**src/rtl/bseq_pkg.sv**
```systemverilog
package bseq_pkg;

  localparam int unsigned BURST_W = 2;

  typedef enum logic {
    ORDER_LINEAR     = 1'b0,
    ORDER_INTERLEAVE = 1'b1
  } order_e;

  function automatic logic [BURST_W-1:0] linear_low(
    input logic [BURST_W-1:0] start,
    input logic [BURST_W-1:0] count
  );
    return start + count;
  endfunction

  function automatic logic [BURST_W-1:0] interleave_low(
    input logic [BURST_W-1:0] start,
    input logic [BURST_W-1:0] count
  );
    return start ^ count;
  endfunction

  function automatic logic [BURST_W-1:0] step_count(
    input logic [BURST_W-1:0] count
  );
    return count + 1'b1;
  endfunction

endpackage

```
**src/rtl/bseq_load_ctrl.sv**
```systemverilog
module bseq_load_ctrl (
  input  logic ce_n,
  input  logic strobe_cpu_n,
  input  logic strobe_ctl_n,
  output logic cpu_load,
  output logic ctl_load,
  output logic load
);

  always_comb begin
    cpu_load = ~strobe_cpu_n & ~ce_n;
    ctl_load = ~strobe_ctl_n;
    load     = cpu_load | ctl_load;
  end

endmodule

```
**src/rtl/bseq_counter.sv**
```systemverilog
module bseq_counter
  import bseq_pkg::*;
(
  input  logic               clk,
  input  logic               rst_n,
  input  logic               load,
  input  logic               adv_n,
  output logic [BURST_W-1:0] count
);

  always_ff @(posedge clk or negedge rst_n) begin
    if (!rst_n)      count <= '0;
    else if (load)   count <= '0;
    else if (!adv_n) count <= step_count(count);
  end

  AST_LOAD_CLEARS: assert property (@(posedge clk) disable iff (!rst_n)
    load |=> count == '0);
  AST_ADV_STEPS: assert property (@(posedge clk) disable iff (!rst_n)
    (!load && !adv_n) |=> count == BURST_W'($past(count) + 1'b1));
  AST_COUNT_HOLDS: assert property (@(posedge clk) disable iff (!rst_n)
    (!load && adv_n) |=> $stable(count));

endmodule

```
**src/rtl/bseq_addr_reg.sv**
```systemverilog
module bseq_addr_reg #(
  parameter int unsigned ADDR_W = 17
) (
  input  logic              clk,
  input  logic              rst_n,
  input  logic              load,
  input  logic [ADDR_W-1:0] addr_in,
  output logic [ADDR_W-1:0] base
);

  always_ff @(posedge clk or negedge rst_n) begin
    if (!rst_n)    base <= '0;
    else if (load) base <= addr_in;
  end

  AST_BASE_HOLDS: assert property (@(posedge clk) disable iff (!rst_n)
    !load |=> $stable(base));

endmodule

```
**src/rtl/bseq_order.sv**
```systemverilog
module bseq_order
  import bseq_pkg::*;
(
  input  logic               interleave,
  input  logic [BURST_W-1:0] start_low,
  input  logic [BURST_W-1:0] count,
  output logic [BURST_W-1:0] cur_low
);

  logic [BURST_W-1:0] lin_low;
  logic [BURST_W-1:0] il_low;

  always_comb begin
    lin_low = linear_low(start_low, count);
    il_low  = interleave_low(start_low, count);
    cur_low = (order_e'(interleave) == ORDER_INTERLEAVE) ? il_low : lin_low;
  end

endmodule

```
**src/rtl/burst_addr_seq.sv**
```systemverilog
module burst_addr_seq
  import bseq_pkg::*;
#(
  parameter int unsigned ADDR_W = 17
) (
  input  logic              clk,
  input  logic              rst_n,
  input  logic              ce_n,
  input  logic              strobe_cpu_n,
  input  logic              strobe_ctl_n,
  input  logic              adv_n,
  input  logic              interleave,
  input  logic [ADDR_W-1:0] addr_in,
  output logic [ADDR_W-1:0] addr_out,
  output logic [1:0]        burst_pos
);

  localparam int unsigned UPPER_W = ADDR_W - BURST_W;

  logic               cpu_load;
  logic               ctl_load;
  logic               load;
  logic [ADDR_W-1:0]  base_q;
  logic [BURST_W-1:0] count_q;
  logic [BURST_W-1:0] cur_low;

  bseq_load_ctrl u_load (
    .ce_n         (ce_n),
    .strobe_cpu_n (strobe_cpu_n),
    .strobe_ctl_n (strobe_ctl_n),
    .cpu_load     (cpu_load),
    .ctl_load     (ctl_load),
    .load         (load)
  );

  bseq_addr_reg #(.ADDR_W(ADDR_W)) u_addr (
    .clk     (clk),
    .rst_n   (rst_n),
    .load    (load),
    .addr_in (addr_in),
    .base    (base_q)
  );

  bseq_counter u_cnt (
    .clk   (clk),
    .rst_n (rst_n),
    .load  (load),
    .adv_n (adv_n),
    .count (count_q)
  );

  bseq_order u_order (
    .interleave (interleave),
    .start_low  (base_q[BURST_W-1:0]),
    .count      (count_q),
    .cur_low    (cur_low)
  );

  assign addr_out  = {base_q[ADDR_W-1:BURST_W], cur_low};
  assign burst_pos = count_q;

  AST_CTL_LOADS: assert property (@(posedge clk) disable iff (!rst_n)
    ctl_load |=> (addr_out == $past(addr_in)) && (burst_pos == 2'd0));
  AST_CPU_LOADS: assert property (@(posedge clk) disable iff (!rst_n)
    cpu_load |=> addr_out == $past(addr_in));
  AST_CPU_GATED: assert property (@(posedge clk) disable iff (!rst_n)
    (!strobe_cpu_n && ce_n && strobe_ctl_n && adv_n) |=> $stable(addr_out) && $stable(burst_pos));
  AST_LINEAR_ORDER: assert property (@(posedge clk) disable iff (!rst_n)
    !interleave |-> 2'(addr_out[1:0] - base_q[1:0]) == burst_pos);
  AST_INTERLEAVE_ORDER: assert property (@(posedge clk) disable iff (!rst_n)
    interleave |-> (addr_out[1:0] ^ base_q[1:0]) == burst_pos);
  AST_UPPER_FIXED: assert property (@(posedge clk) disable iff (!rst_n)
    !load |=> $stable(addr_out[ADDR_W-1:BURST_W]));
  AST_UPPER_WIDTH: assert property (@(posedge clk) disable iff (!rst_n)
    addr_out[ADDR_W-1:BURST_W] == base_q[BURST_W +: UPPER_W]);

endmodule

```
**config.mk**
```make
export PLATFORM = sky130hd
export DESIGN_NAME = burst_addr_seq
export DESIGN_NICKNAME = d
export VERILOG_FILES = /design/src/rtl/bseq_pkg.sv /design/src/rtl/bseq_load_ctrl.sv /design/src/rtl/bseq_counter.sv /design/src/rtl/bseq_addr_reg.sv /design/src/rtl/bseq_order.sv /design/src/rtl/burst_addr_seq.sv
export SDC_FILE = /design/constraint.sdc
export NUM_CORES = 1
export LEC_CHECK = 0
export BUFFER_PORTS_ARGS = -buffer_cell sky130_fd_sc_hd__buf_2
export CAP_MARGIN = 20
export CORE_MARGIN = 5
export CORE_UTILIZATION = 30
export DETAILED_ROUTE_END_ITERATION = 12
export PLACE_DENSITY = 0.53
export SLEW_MARGIN = 25
export SYNTH_ARGS = -nofsm -noshare
export SYNTH_HDL_FRONTEND = slang
export SYNTH_SLANG_ARGS = --single-unit
```
**constraint.sdc**
```tcl
create_clock -name clk -period 1.86 [get_ports clk]
set_clock_uncertainty 0.1 [all_clocks]
set_input_delay 0.186 -clock clk [delete_from_list [all_inputs] [get_ports clk]]
set_output_delay 0.186 -clock clk [all_outputs]
set_load 0.02 [all_outputs]
```
==> results of run 1 <==
-- power groups by stage --
| stage | sequential (mW) | clock [mW] | combinational, mW |
|---|---|---|---|
| final | 0.473 | 0.197 | 0.216 |
| after global routing | 0.480 | 0.226 | 0.234 |
| after CTS | 0.475 | 0.213 | 0.221 |
| after detailed placement | 0.481 | 0 | 0.220 |
| after global placement | 0.482 | 0 | 0.216 |
| after floorplan | 0.480 | 0 | 0.185 |
-- path summary, 6_finish.rpt --
path | slack [ps] | end | cells past startpoint | start
min reg2reg | 410 | u_addr.base[13] | 1 | u_addr.base[13]
max in group asynchronous | 1080 | u_addr.base[15] | 2 | rst_n
max | 250 | addr_out[1] | 4 | u_cnt.count[0]
min in group asynchronous | 280 | u_addr.base[9] | 2 | rst_n
min | 20 | u_addr.base[7] | 2 | addr_in[7]
max reg2reg | 830 | u_cnt.count[1] | 3 | u_cnt.count[0]
-- cell families (layout without fill, tap and decap cells) --
| group | Yosys count | after routing |
|---|---|---|
| compound gates | 1 | 1 |
| mux | 17 | 17 |
| buf+inv | 16 | 48 |
| flops | 19 | 19 |
| simple gates | 5 | 5 |
| xor+xnor | 3 | 3 |
| fa+ha+maj | 1 | 1 |
-- what timing repair did --
action	4_1_cts	5_1_grt
buffers inserted	0	0
hold buffers	1	0
hold endpoints to repair	19	0
endpoints found under the setup margin	0	0
-- cells in the final DEF (no fill, tap or decap), drive strengths merged --
master | Yosys | layout
buf | 16 | 43
clkbuf | 0 | 4
dfrtp | 19 | 19
dlygate4sd3 | 0 | 1
ha | 1 | 1
mux2 | 17 | 17
nor2 | 1 | 1
nor2b | 3 | 3
nor3 | 1 | 1
o21ai | 1 | 1
xnor2 | 3 | 3
-- flip-flops by register name (all words and copies together), names as in the netlist --
name and flops:
u_cnt.count 2, u_addr.base 17
-- final cells by class --
cell class / count / area, sq um / share of cell area
repair buffers: 44 / 227.7 / 0.2119
well taps: 33 / 41.29 / 0.03842
flip-flops and latches: 19 / 475.5 / 0.4424
multi-input cells: 27 / 304.0 / 0.2829
clock buffers: 4 / 26.28 / 0.02445
-- stage by stage --
| stage | hold slack [ps] | instance area, sq um | power, mW | setup WS, ps |
|---|---|---|---|---|
| floorplan | -209.6 | 912.1 | 0.6654 | 398.6 |
| global placement | 38.21 | 1039 | 0.6976 | 553.4 |
| detailed placement | 51.84 | 1039 | 0.7015 | 528.1 |
| CTS | 6.250 | 1075 | 0.9087 | 222.2 |
| global route | 8.543 | 1075 | 0.9406 | 136.3 |
| finish | 21.59 | 1075 | 0.8864 | 249.7 |
-- metal layers --
metal | GRT usage | wire [um] | share of wire
met5 | 0 | 0 | 0
met4 | 0.007772 | 0 | 0
met3 | 0.04103 | 155 | 0.099
met2 | 0.1456 | 788 | 0.50
met1 | 0.08649 | 624 | 0.40
==> reports/results.tsv, run 1 <==
metric	value	unit
synthToLayoutAreaGrowth	17.83	%
period_needed	1610	ps
cts_resized	0	
async_flop_share	1.000	
die_y	65.14	um
fillCellCount	312	
hold_viol	0	
outcome	finished clean	
drc	0	
synth_common_cells	dfrtp_1 (19), buf_4 (15), mux2_2 (9)	
die_x	65.14	um
ant_nets	0	
numCtsBuffers	3	
antenna_found_initial	0	
synth_xor_area_frac	0.02881	
cellPowerDensity	824.7	nW/um^2
tritoncts	done	
crit_type	reg -> out	
dp.cells	122	
crit_buf_inv	1	
fmax	0.6210	GHz
max_cap_violations	0	
max-slew-margin-rel	0.7151	
cts_htree_levels	1	
core_area	2978	sq um
fin_util	0.3609	
routed-via-count	540	
rsz0062_at_grt	no	
cp_slowest_cell	dfrtp_1	
gr-total-overflow	0	
groute.usage.overall	0.08033	
critPathArrivalTime	1320	ps
ys_ff_latch	19	
p_sw	0.2470	mW
combinationalPowerShare	0.244	
wl	1.568	mm
pwr-share-seq	0.534	
drt_iter0_drc	0	
seq_area_frac_synth	0.5213	
yosys_most_used_dff	dfrtp_1	
antenna_cells	0	
grt_max_degree	20	
io_pins	43	
synth-compound-area-share	0.01783	
netlist_instances	62	
synth_top_area_frac	0.5213	
routedWlPerCell	12.35	um
crit_chain	ha_1 > nor2b_1 > xnor2_1 > buf_2	
syn-cell-area	912.1	sq um
clock_latency	280	ps
hp-class	in -> reg	
viasPerCell	4.252	
period_share	0.8657	
num_rows	20	
slew_violations	0	
synth_top_family_by_area	multiplexers	
leakagePower	0.5471	nW
startpoint_type	flip-flop	
synth.area.top_cells	dfrtp_1 (52%), mux2_4 (13%), buf_4 (12%)	
critical_path.max_fanout	4	
synthMuxAreaShare	0.2428	
clockBufferDepth	2	
clkPwrFrac	0.223	
yosysWarnings	0	
max_stage_delay	410	ps
setup_viol	0	
avgSynthCellArea	14.71	sq um
port-buffer-count	42	
internal-power	0.6393	mW
yosysTopAreaCell	dfrtp_1	
synth-edff-count	0	
synth_fa_ha_area_frac	0.01372	
switching_share	0.2787	
first_pass_iters	1	
syn_nets	87	
yosys.cell_types.count	11	
clock_sinks	19	
end_kind	output pin	
initial_core_util	0.3063	
gp_congestion	0.6624	
final_cells	127	
fin_setup_tns	0	ps
worstMarginPinSlew	427.3	ps
synth-simple-area-share	0.03018	
crit_required	1570	ps
first_global_vias	629	
cts-root-buf	clkbuf_4	
vdd_drop_max	0.5186	mV
synth_most_common_cell	dfrtp_1	
clkTransAtPathRegs	100	ps
grt_pass1_wl	2.670	mm
final_nets	120	
drive_gt1_frac	0.6809	
crit_family	flip-flops	
dieArea	4243	sq um
No activity file was read; power rests on OpenSTA's default activity.
==> run 2: changes to the inputs <==
- REMOVE_ABC_BUFFERS: default -> 1
==> run 2 against run 1 <==
Compared with the run above: register-to-register slack about the same; wire length increased by 6.3%; count of clock-buffer cells in the layout unchanged; critical endpoint unchanged; power increased by 0.29%; first-iteration DRC count increased by 22; combinational power about the same; clock power about the same; worst setup slack got worse by 2.4 ps; final cell count increased by 0.79%; critical path type unchanged; design area increased by 0.93%.
==> reports/results.tsv, run 2 (same netlist as run 1, synthesis figures left out) <==
metric	value	unit
period_needed	1613	ps
setup_viol	0	
io_pins	43	
fillCellCount	303	
initial_core_util	0.3063	
num_rows	20	
groute.usage.overall	0.08476	
critPathArrivalTime	1330	ps
ant_nets	0	
final_common_cell	buf_2	
regMostFlops	u_addr.base	
slew_violations	0	
clock_latency	280	ps
port-buffer-count	42	
crit_type	reg -> out	
critical_path.max_fanout	4	
outcome	finished clean	
fin_util	0.3643	
tritoncts	done	
grt_pass1_wl	2.815	mm
gp_congestion	0.7348	
final_cell_mix	buf_2 (42), dfrtp_1 (19), mux2_2 (9)	
die_y	65.14	um
hp-class	in -> reg	
gr-total-overflow	0	
first_pass_iters	2	
synthToLayoutAreaGrowth	18.93	%
grt_max_degree	20	
vdd_drop_max	0.3170	mV
antenna_found_initial	0	
timing.hold.ws	23.56	ps
pre_cts_slack	520.5	ps
period_share	0.8670	
largest_register_ffs	17	
power	0.8889	mW
worstMarginPinSlew	425.5	ps
leakagePower	0.5512	nW
wl	1.667	mm
drive_gt1_frac	0.6737	
routed-via-count	545	
cts-root-buf	clkbuf_4	
max_cap_violations	0	
clkTransAtPathRegs	100	ps
startpoint_type	flip-flop	
cts_htree_levels	1	
hpwl	1.282	mm
numCtsBuffers	3	
cellPowerDensity	819.4	nW/um^2
hold_viol	0	
die_x	65.14	um
drc	0	
top_regs	u_addr.base x17, u_cnt.count x2	
fmax	0.6201	GHz
dieArea	4243	sq um
first_global_vias	625	
rsz0062_at_grt	no	
antenna_cells	0	
setup_ws	247.3	ps
routedWlPerCell	13.02	um
clock_sinks	19	
clockBufferDepth	2	
final_nets	121	
end_kind	output pin	
fin_setup_tns	0	ps
viasPerCell	4.258	
core_area	2978	sq um
max-slew-margin-rel	0.7163	
drt_iter0_drc	22	
crit_required	1570	ps
## run 2: cell types whose count changed in the layout (fill, tap and decap cells not counted)
cell / before / now
dlygate4sd3_1: 1 / 2
## run 2: report_power, final
| group | internal [mW] | total, mW | switching, mW |
|---|---|---|---|
| Clock | 0.0832 | 0.195 | 0.112 |
| Sequential | 0.452 | 0.475 | 0.0225 |
| Combinational | 0.105 | 0.219 | 0.113 |
| Total | 0.641 | 0.889 | 0.248 |
## run 2: path summary, 6_finish.rpt
check	start	to	slack, ps	depth (start not counted)
max	u_cnt.count[0]	addr_out[1]	250	4
max in group asynchronous	rst_n	u_addr.base[1]	1110	2
max reg2reg	u_cnt.count[0]	u_cnt.count[1]	830	3
min in group asynchronous	rst_n	u_addr.base[12]	250	2
min reg2reg	u_addr.base[9]	u_addr.base[9]	410	1
min	addr_in[9]	u_addr.base[9]	20	2
## run 2: routing by layer
metal	vias to the layer above	wire (um)	global-route usage
met5	-	0	0
met4	0	23	0.02332
met3	2	103	0.03077
met2	20	890	0.1571
met1	265	651	0.08992
li1	258	-	-
## run 2: layout make-up
class | instances | area, sq um | share of cell area
Sequential cell | 19 | 475.5 | 0.4383
Tap cell | 33 | 41.29 | 0.03806
Multi-Input combinational cell | 27 | 304.0 | 0.2803
Timing Repair Buffer | 45 | 237.7 | 0.2191
Clock buffer | 4 | 26.28 | 0.02422
## run 2: metrics by stage
| stage | area, sq um | std cells |
|---|---|---|
| after global placement | 1039 | 122 |
| after CTS | 1075 | 127 |
| final | 1085 | 128 |
| after floorplan | 779.5 | 46 |
| after global routing | 1085 | 128 |
| after detailed placement | 1039 | 122 |
## run 2: critical path: stages (launching register included)
cell     delay [ps]
dfrtp_1         420
ha_1            200
nor2b_1         130
xnor2_1         120
buf_2           180
## run 2: timing repair
| action | in CTS | in global routing |
|---|---|---|
| setup buffers | 0 | 0 |
| hold buffers | 1 | 1 |
| gates resized for setup | 0 | 0 |
| hold endpoints to repair | 19 | 1 |
